### src/rtl/sdadc_pkg.sv
// Package: sdadc_pkg
// Shared defaults for the sigma-delta controller.
// Assumes: the result width also fixes the window length (2**width ticks).
package sdadc_pkg;
    localparam int unsigned SDADC_NUM_CH      = 2;
    localparam int unsigned SDADC_RES_W       = 8;
    localparam int unsigned SDADC_SYNC_STAGES = 2;

    // Saturating conversion from a one-bit-wider sum to the result width
    function automatic logic [SDADC_RES_W-1:0] sat_result(input logic [SDADC_RES_W:0] sum);
        return sum[SDADC_RES_W] ? {SDADC_RES_W{1'b1}} : sum[SDADC_RES_W-1:0];
    endfunction
endpackage

### src/rtl/sdadc_sync.sv
// Module: sdadc_sync
// Multi-flop synchronizer for one asynchronous input bit.
// Assumes: the input is a level that is stable for several clocks around
// changes; metastability is resolved within STAGES flops.
module sdadc_sync #(
    parameter int unsigned STAGES = 2
) (
    input  logic clk,
    input  logic rst_n,
    input  logic d,
    output logic q
);
    logic [STAGES-1:0] stg;

    // Shift the input through the synchronizer chain
    always_ff @(posedge clk) begin
        if (!rst_n) stg <= '0;
        else        stg <= {stg[STAGES-2:0], d};
    end

    assign q = stg[STAGES-1];

    generate
        if (STAGES == 2) begin : g_lat_chk
            // the output equals the input seen two edges earlier
            a_r2_sync_latency: assert property (@(posedge clk) disable iff (!rst_n)
                ($past(rst_n) && $past(rst_n, 2)) |-> (q == $past(d, 2)));
        end
    endgenerate
endmodule

### src/rtl/sdadc_channel.sv
// Module: sdadc_channel
// One conversion channel: feedback inversion, a ones count and a window
// counter, and a result register with a one-clock valid pulse.
// Assumes: sample is already synchronous to clk; tick marks the sample instants.
module sdadc_channel
    import sdadc_pkg::*;
#(
    parameter int unsigned RES_W = SDADC_RES_W
) (
    input  logic             clk,
    input  logic             rst_n,
    input  logic             tick,
    input  logic             sample,
    output logic             fb,
    output logic [RES_W-1:0] result,
    output logic             valid
);
    localparam logic [RES_W-1:0] LAST_TICK = {RES_W{1'b1}};

    logic [RES_W-1:0] win_cnt;
    logic [RES_W-1:0] ones_cnt;
    logic [RES_W:0]   final_sum;
    logic             wrap;

    assign wrap      = tick && (win_cnt == LAST_TICK);
    assign final_sum = {1'b0, ones_cnt} + {{RES_W{1'b0}}, sample};

    // Drive the feedback pin to the inverse of the sample on each tick
    always_ff @(posedge clk) begin
        if (!rst_n)    fb <= 1'b0;
        else if (tick) fb <= ~sample;
    end

    // Advance the window counter on each tick
    always_ff @(posedge clk) begin
        if (!rst_n)    win_cnt <= '0;
        else if (tick) win_cnt <= win_cnt + 1'b1;
    end

    // Count high samples; restart the count at the end of each window
    always_ff @(posedge clk) begin
        if (!rst_n)    ones_cnt <= '0;
        else if (wrap) ones_cnt <= '0;
        else if (tick) ones_cnt <= ones_cnt + {{(RES_W-1){1'b0}}, sample};
    end

    // Latch the saturated count at the window end and pulse valid
    always_ff @(posedge clk) begin
        if (!rst_n) begin
            result <= '0;
            valid  <= 1'b0;
        end else begin
            valid <= wrap;
            if (wrap) result <= sat_result(final_sum);
        end
    end

    // after a tick, feedback is the inverse of the sample used at that tick
    a_r1_fb_inverse: assert property (@(posedge clk) disable iff (!rst_n)
        ($past(rst_n) && $past(tick)) |-> (fb == !$past(sample)));

    // without a tick, feedback does not move
    a_r3_fb_hold: assert property (@(posedge clk) disable iff (!rst_n)
        ($past(rst_n) && !$past(tick)) |-> $stable(fb));

    // the ones count can never exceed the ticks seen in this window
    a_r3_count_bound: assert property (@(posedge clk) disable iff (!rst_n)
        ones_cnt <= win_cnt);

    // a valid pulse follows a last-tick edge and finds both counts cleared
    a_r4_window_end: assert property (@(posedge clk) disable iff (!rst_n)
        valid |-> ($past(tick && (win_cnt == LAST_TICK)) && ones_cnt == '0 && win_cnt == '0));

    // the valid pulse lasts one clock
    a_r6_single_pulse: assert property (@(posedge clk) disable iff (!rst_n)
        valid |=> !valid);

    // the result only changes together with a valid pulse
    a_r6_result_stable: assert property (@(posedge clk) disable iff (!rst_n)
        ($past(rst_n) && !valid) |-> $stable(result));
endmodule

### src/rtl/sdadc_ctrl.sv
// Module: sdadc_ctrl
// Top of the multi-channel sigma-delta controller: one synchronizer and one
// conversion channel per input, all sharing a common tick enable.
// Assumes: comp_in bits are asynchronous; tick_en is synchronous to clk.
module sdadc_ctrl
    import sdadc_pkg::*;
#(
    parameter int unsigned NUM_CH      = SDADC_NUM_CH,
    parameter int unsigned RES_W       = SDADC_RES_W,
    parameter int unsigned SYNC_STAGES = SDADC_SYNC_STAGES
) (
    input  logic                      clk,
    input  logic                      rst_n,
    input  logic                      tick_en,
    input  logic [NUM_CH-1:0]         comp_in,
    output logic [NUM_CH-1:0]         fb_out,
    output logic [NUM_CH*RES_W-1:0]   result,
    output logic [NUM_CH-1:0]         result_valid
);
    logic [NUM_CH-1:0] synced;

    generate
        for (genvar ch = 0; ch < NUM_CH; ch++) begin : g_ch
            sdadc_sync #(.STAGES(SYNC_STAGES)) u_sync (
                .clk   (clk),
                .rst_n (rst_n),
                .d     (comp_in[ch]),
                .q     (synced[ch])
            );

            sdadc_channel #(.RES_W(RES_W)) u_chan (
                .clk    (clk),
                .rst_n  (rst_n),
                .tick   (tick_en),
                .sample (synced[ch]),
                .fb     (fb_out[ch]),
                .result (result[ch*RES_W +: RES_W]),
                .valid  (result_valid[ch])
            );
        end
    endgenerate

    // outputs are cleared on the edge after a reset edge
    a_r8_reset_clear: assert property (@(posedge clk)
        $past(!rst_n) |-> (fb_out == '0 && result == '0 && result_valid == '0));
endmodule

### config.mk
export PLATFORM = sky130hd
export DESIGN_NAME = sdadc_ctrl
export DESIGN_NICKNAME = d
export VERILOG_FILES = /design/src/rtl/sdadc_pkg.sv /design/src/rtl/sdadc_sync.sv /design/src/rtl/sdadc_channel.sv /design/src/rtl/sdadc_ctrl.sv
export SDC_FILE = /design/constraint.sdc
export NUM_CORES = 1
export LEC_CHECK = 0
export BUFFER_PORTS_ARGS = -buffer_cell sky130_fd_sc_hd__buf_4
export CELL_PAD_IN_SITES_DETAIL_PLACEMENT = 1
export CELL_PAD_IN_SITES_GLOBAL_PLACEMENT = 1
export CORE_MARGIN = 5
export CORE_UTILIZATION = 40
export CTS_CLUSTER_SIZE = 8
export DETAILED_ROUTE_END_ITERATION = 12
export PLACE_DENSITY_LB_ADDON = 0.3
export SLEW_MARGIN = 20
export SYNTH_ARGS = -nofsm -noshare
export SYNTH_HDL_FRONTEND = slang
export SYNTH_SLANG_ARGS = --single-unit
### constraint.sdc
create_clock -name clk -period 1.45 [get_ports clk]
set_input_delay 0 -clock clk [delete_from_list [all_inputs] [get_ports clk]]
set_output_delay 0 -clock clk [all_outputs]
set_load 0.01 [all_outputs]
==> impl_metrics.prom <==
# TYPE chip_impl_metric gauge
chip_impl_metric{name="worst_pin_slew",unit="ps"} 340
chip_impl_info{name="path_common_cell",value="sky130_fd_sc_hd__ha_4"} 1
chip_impl_metric{name="timing.critical_path.fanout_max",unit=""} 6
chip_impl_metric{name="synth_xor_area_share",unit="%"} 9.13
chip_impl_metric{name="syn-mean-instance-area",unit="µm²"} 9.63
chip_impl_metric{name="yosys.cell_types.count",unit=""} 42
chip_impl_metric{name="finalHoldViolations",unit=""} 0
chip_impl_metric{name="max_freq",unit="MHz"} 708
chip_impl_metric{name="post_synth_instance_area",unit="µm²"} 2490
chip_impl_metric{name="design.core.area",unit="µm²"} 5990
chip_impl_metric{name="post-route-period-util",unit="%"} 97.4
chip_impl_metric{name="async_flop_share",unit="%"} 0
chip_impl_metric{name="setup_viol",unit=""} 0
chip_impl_metric{name="max_slew_violation_total_from_the_final_report",unit=""} 0
chip_impl_metric{name="worst-endpoint-arrival",unit="ps"} 1620
chip_impl_metric{name="die_area",unit="µm²"} 7920
chip_impl_metric{name="tritoncts.num_buffers",unit=""} 5
chip_impl_metric{name="io-pin-count",unit=""} 25
chip_impl_metric{name="antenna_cells_inserted",unit=""} 0
chip_impl_info{name="synth_top_family_by_area",value="simple AND/OR/NAND/NOR gates"} 1
chip_impl_metric{name="path_clk_slew",unit="ps"} 100
chip_impl_metric{name="grt_max_degree",unit=""} 29
chip_impl_metric{name="flip_flop_and_latch_count_after_synthesis",unit=""} 56
chip_impl_metric{name="syn_nets",unit=""} 270
chip_impl_metric{name="overflow",unit=""} 0
chip_impl_metric{name="clkLatencyLatePin",unit="ps"} 310
chip_impl_metric{name="fillCellCount",unit=""} 667
chip_impl_metric{name="num_rows",unit=""} 28
chip_impl_metric{name="grt_pass1_vias",unit=""} 1970
chip_impl_metric{name="routed-via-count",unit=""} 1871
chip_impl_info{name="top_layer_used",value="met4"} 1
chip_impl_metric{name="wirelength",unit="µm"} 5420
chip_impl_metric{name="htreeDepth",unit=""} 2
chip_impl_metric{name="grt_antenna_before_repair",unit=""} 0
chip_impl_metric{name="grt_util_all_layers",unit="%"} 14.5
chip_impl_metric{name="drc",unit=""} 0
chip_impl_metric{name="dpl_hpwl",unit="µm"} 3650
chip_impl_info{name="crit_path_start_kind",value="register"} 1
chip_impl_metric{name="yosysWarningCount",unit=""} 0
chip_impl_metric{name="worst-path-buf-inv",unit=""} 0
chip_impl_metric{name="netlist_instances",unit=""} 259
chip_impl_metric{name="cts_num_sinks",unit=""} 56
chip_impl_metric{name="met3RoutedLength",unit="µm"} 205
chip_impl_info{name="timing.hold.worst.class",value="in -> reg"} 1
chip_impl_info{name="critPathSlowestCell",value="sky130_fd_sc_hd__dfxtp_4"} 1
chip_impl_metric{name="fin_nets",unit=""} 301
chip_impl_metric{name="synth_fa_ha_area_share",unit="%"} 3.01
chip_impl_metric{name="maxSlewHeadroom",unit="%"} 77.3
chip_impl_metric{name="ys_seq_area_share",unit="%"} 44.9
chip_impl_metric{name="timing.critical_path.required",unit="ps"} 1660
chip_impl_metric{name="max-clock-path-buffers",unit=""} 2
chip_impl_metric{name="synthSimpleGateAreaFrac",unit="%"} 22.9
chip_impl_metric{name="drt-vias-per-instance",unit=""} 5.11
chip_impl_info{name="timing.critical_path.cells",value="ha_4 -> ha_4 -> and3_4 -> nand2b_1 -> mux2i_1 -> o2bb2ai_1"} 1
chip_impl_metric{name="io_buffers",unit=""} 24
chip_impl_metric{name="synth_compound_area_share",unit="%"} 11.4
chip_impl_metric{name="finalWorstPathRequiredPeriod",unit="ps"} 1410
chip_impl_metric{name="cap_violations",unit=""} 0
chip_impl_info{name="synth_ff_type",value="sky130_fd_sc_hd__dfxtp_1"} 1
chip_impl_info{name="path_delay_family",value="flip-flops"} 1
chip_impl_metric{name="firstDrtPassIters",unit=""} 4
chip_impl_metric{name="power.density",unit="nW/µm²"} 1010
chip_impl_metric{name="start_util",unit="%"} 41.6
chip_impl_metric{name="worst_ir_drop_vdd",unit="mV"} 0.489
chip_impl_metric{name="dr_iter_0_viols",unit=""} 33
chip_impl_metric{name="die_w",unit="µm"} 89.0
chip_impl_metric{name="total_power",unit="mW"} 3.11
chip_impl_metric{name="clock_skew",unit="ps"} 8.47
chip_impl_metric{name="critPathMaxStageDelay",unit="ps"} 370
chip_impl_metric{name="wl_met1",unit="µm"} 2580
chip_impl_info{name="outcome",value="completed"} 1
chip_impl_info{name="clock_tree.root_cell",value="sky130_fd_sc_hd__clkbuf_8"} 1
chip_impl_metric{name="drt-wirelength-per-cell",unit="µm"} 14.8
chip_impl_metric{name="muxShareOfSynthArea",unit="%"} 3.21
chip_impl_metric{name="total_leakage_power",unit="nW"} 1.28
chip_impl_metric{name="final_layout_size_suffix_gt1_share",unit="%"} 28.2
chip_impl_info{name="worstSetupPathType",value="reg -> reg"} 1
chip_impl_info{name="grt_setup_unrepaired",value="true"} 1
chip_impl_metric{name="final_weighted_congestion_in_routability_driven_placement",unit=""} 0.741
chip_impl_metric{name="layout-area-overhead-vs-synth",unit="%"} 23.8
chip_impl_metric{name="wl_met2",unit="µm"} 2580
chip_impl_metric{name="die_h",unit="µm"} 89.0
chip_impl_metric{name="timing.final.ws_setup",unit="ps"} 37.4
chip_impl_metric{name="grt_first_pass_wirelength",unit="µm"} 9020
chip_impl_info{name="tritoncts",value="built"} 1
chip_impl_metric{name="synth_enable_flop_cells",unit=""} 0
chip_impl_info{name="critPathCaptureType",value="register"} 1
chip_impl_metric{name="finalCoreUtilization",unit="%"} 51.5
chip_impl_metric{name="dp_worst_setup_slack",unit="ps"} -142
chip_impl_metric{name="route.antenna.remaining_nets",unit=""} 0
logic make-up (layout without fill, tap and decap cells):
group | count (synthesis) | after routing
multiplexers | 8 | 8
AO/OA/AOI/OAI | 38 | 38
buffers and inverters | 24 | 56
XOR/XNOR | 26 | 26
flip-flops | 56 | 56
adder cells (fa/ha/maj) | 6 | 6
AND/OR/NAND/NOR | 101 | 101
Yosys cell counts (3+ instances only):
library cell / instances / share of area (%)
sky130_fd_sc_hd__and3_1: 4 / 1.0
sky130_fd_sc_hd__dfxtp_1: 56 / 45
sky130_fd_sc_hd__xnor2_1: 13 / 4.6
sky130_fd_sc_hd__nand2b_1: 5 / 1.3
sky130_fd_sc_hd__buf_2: 9 / 1.8
sky130_fd_sc_hd__nor2b_1: 4 / 1.0
sky130_fd_sc_hd__o2bb2ai_1: 9 / 3.2
sky130_fd_sc_hd__xor2_1: 13 / 4.6
sky130_fd_sc_hd__o21ai_0: 6 / 1.2
sky130_fd_sc_hd__nor2_1: 21 / 3.2
sky130_fd_sc_hd__and2_1: 15 / 3.8
sky130_fd_sc_hd__buf_4: 5 / 1.5
sky130_fd_sc_hd__nand3_2: 3 / 1.2
sky130_fd_sc_hd__or3_1: 6 / 1.5
sky130_fd_sc_hd__a21boi_1: 4 / 1.2
sky130_fd_sc_hd__a22o_1: 7 / 2.5
sky130_fd_sc_hd__ha_1: 6 / 3.0
sky130_fd_sc_hd__nand4_1: 8 / 2.0
sky130_fd_sc_hd__a21oi_1: 3 / 0.60
sky130_fd_sc_hd__nand3_1: 7 / 1.4
sky130_fd_sc_hd__clkbuf_1: 3 / 0.45
sky130_fd_sc_hd__nand2_1: 18 / 2.7
sky130_fd_sc_hd__mux2i_1: 8 / 3.2
worst register-to-register path: stages, from the launching register on:
cell and delay [ps]:
sky130_fd_sc_hd__dfxtp_4 370, sky130_fd_sc_hd__ha_4 170, sky130_fd_sc_hd__ha_4 150, sky130_fd_sc_hd__and3_4 210, sky130_fd_sc_hd__nand2b_1 150, sky130_fd_sc_hd__mux2i_1 190, sky130_fd_sc_hd__o2bb2ai_1 80
flip-flops by register name, indices dropped and copies added (netlist names):
signal / count
g_ch.u_chan.result: 16
g_ch.u_chan.valid: 2
g_ch.u_sync.stg: 4
g_ch.u_chan.ones_cnt: 16
g_ch.u_chan.fb: 2
g_ch.u_chan.win_cnt: 16
path summary, 6_finish.rpt:
path,startpoint,end,slack [ps],cells past startpoint
worst max-delay path,g_ch[0].u_sync.stg[1]$_SDFF_PN0_,g_ch[0].u_chan.result[7]$_SDFFE_PN0P_,40,6
worst min-delay path,rst_n,g_ch[0].u_chan.win_cnt[1]$_SDFFE_PN0P_,80,2
worst max register to register,g_ch[0].u_sync.stg[1]$_SDFF_PN0_,g_ch[0].u_chan.result[7]$_SDFFE_PN0P_,40,6
worst min register to register,g_ch[0].u_sync.stg[0]$_SDFF_PN0_,g_ch[0].u_sync.stg[1]$_SDFF_PN0_,450,1
per-stage QoR:
step                setup TNS (ps)  cells  hold WS (ps)  cell area [µm²]
floorplan                        0    259           127             2500
global placement              -474    354           211             2780
detailed placement           -1450    354           215             2780
CTS                              0    365          73.5             3010
global route                 -85.1    366          72.7             3090
finish                           0    366          77.8             3090
cells in the final DEF (no fill, tap or decap), drive strengths merged, types with 2 or more instances in the layout:
cell / n
nand2: 19
buf: 41
ha: 6
a31oi: 2
a21boi: 4
dfxtp: 56
nand4: 10
bufinv: 3
dlygate4sd3: 2
o2bb2ai: 9
clkbuf: 5
o211a: 2
nor2b: 5
xor2: 13
or3: 6
mux2i: 8
inv: 4
and2: 15
nand3: 10
a22o: 7
nand2b: 5
and3: 4
nor3: 4
nor2: 21
a21oi: 3
o21ai: 7
xnor2: 13
where the power goes:
| part | internal, mW | switching [mW] |
|---|---|---|
| sequential | 1.56 | 0.0188 |
| combinational | 0.0771 | 0.0776 |
| clock | 0.863 | 0.512 |
layout make-up:
type	count	area [µm²]	area share, %
multi-input combinational	179	1360	44.0
sequential	56	1130	36.6
timing repair buffer	43	328	10.6
tap	75	93.8	3.04
clock inverter	3	90.1	2.92
clock buffer	5	68.8	2.23
inverter	5	18.8	0.608
layer usage:
metal / vias to the layer above / track usage [%]
met2: 28 / 24.4
met5: - / 0
met3: 7 / 3.32
met4: 0 / 4.47
met1: 890 / 18.6
li1: 946 / -
timing repair:
item	in CTS	in global routing
pin swaps	1	5
endpoints found under the hold margin	2	0
setup endpoints to repair	19	21
buffers inserted	1	1
hold buffers	2	0
gates resized for setup	16	13
Power figures use the tool's default switching activity.
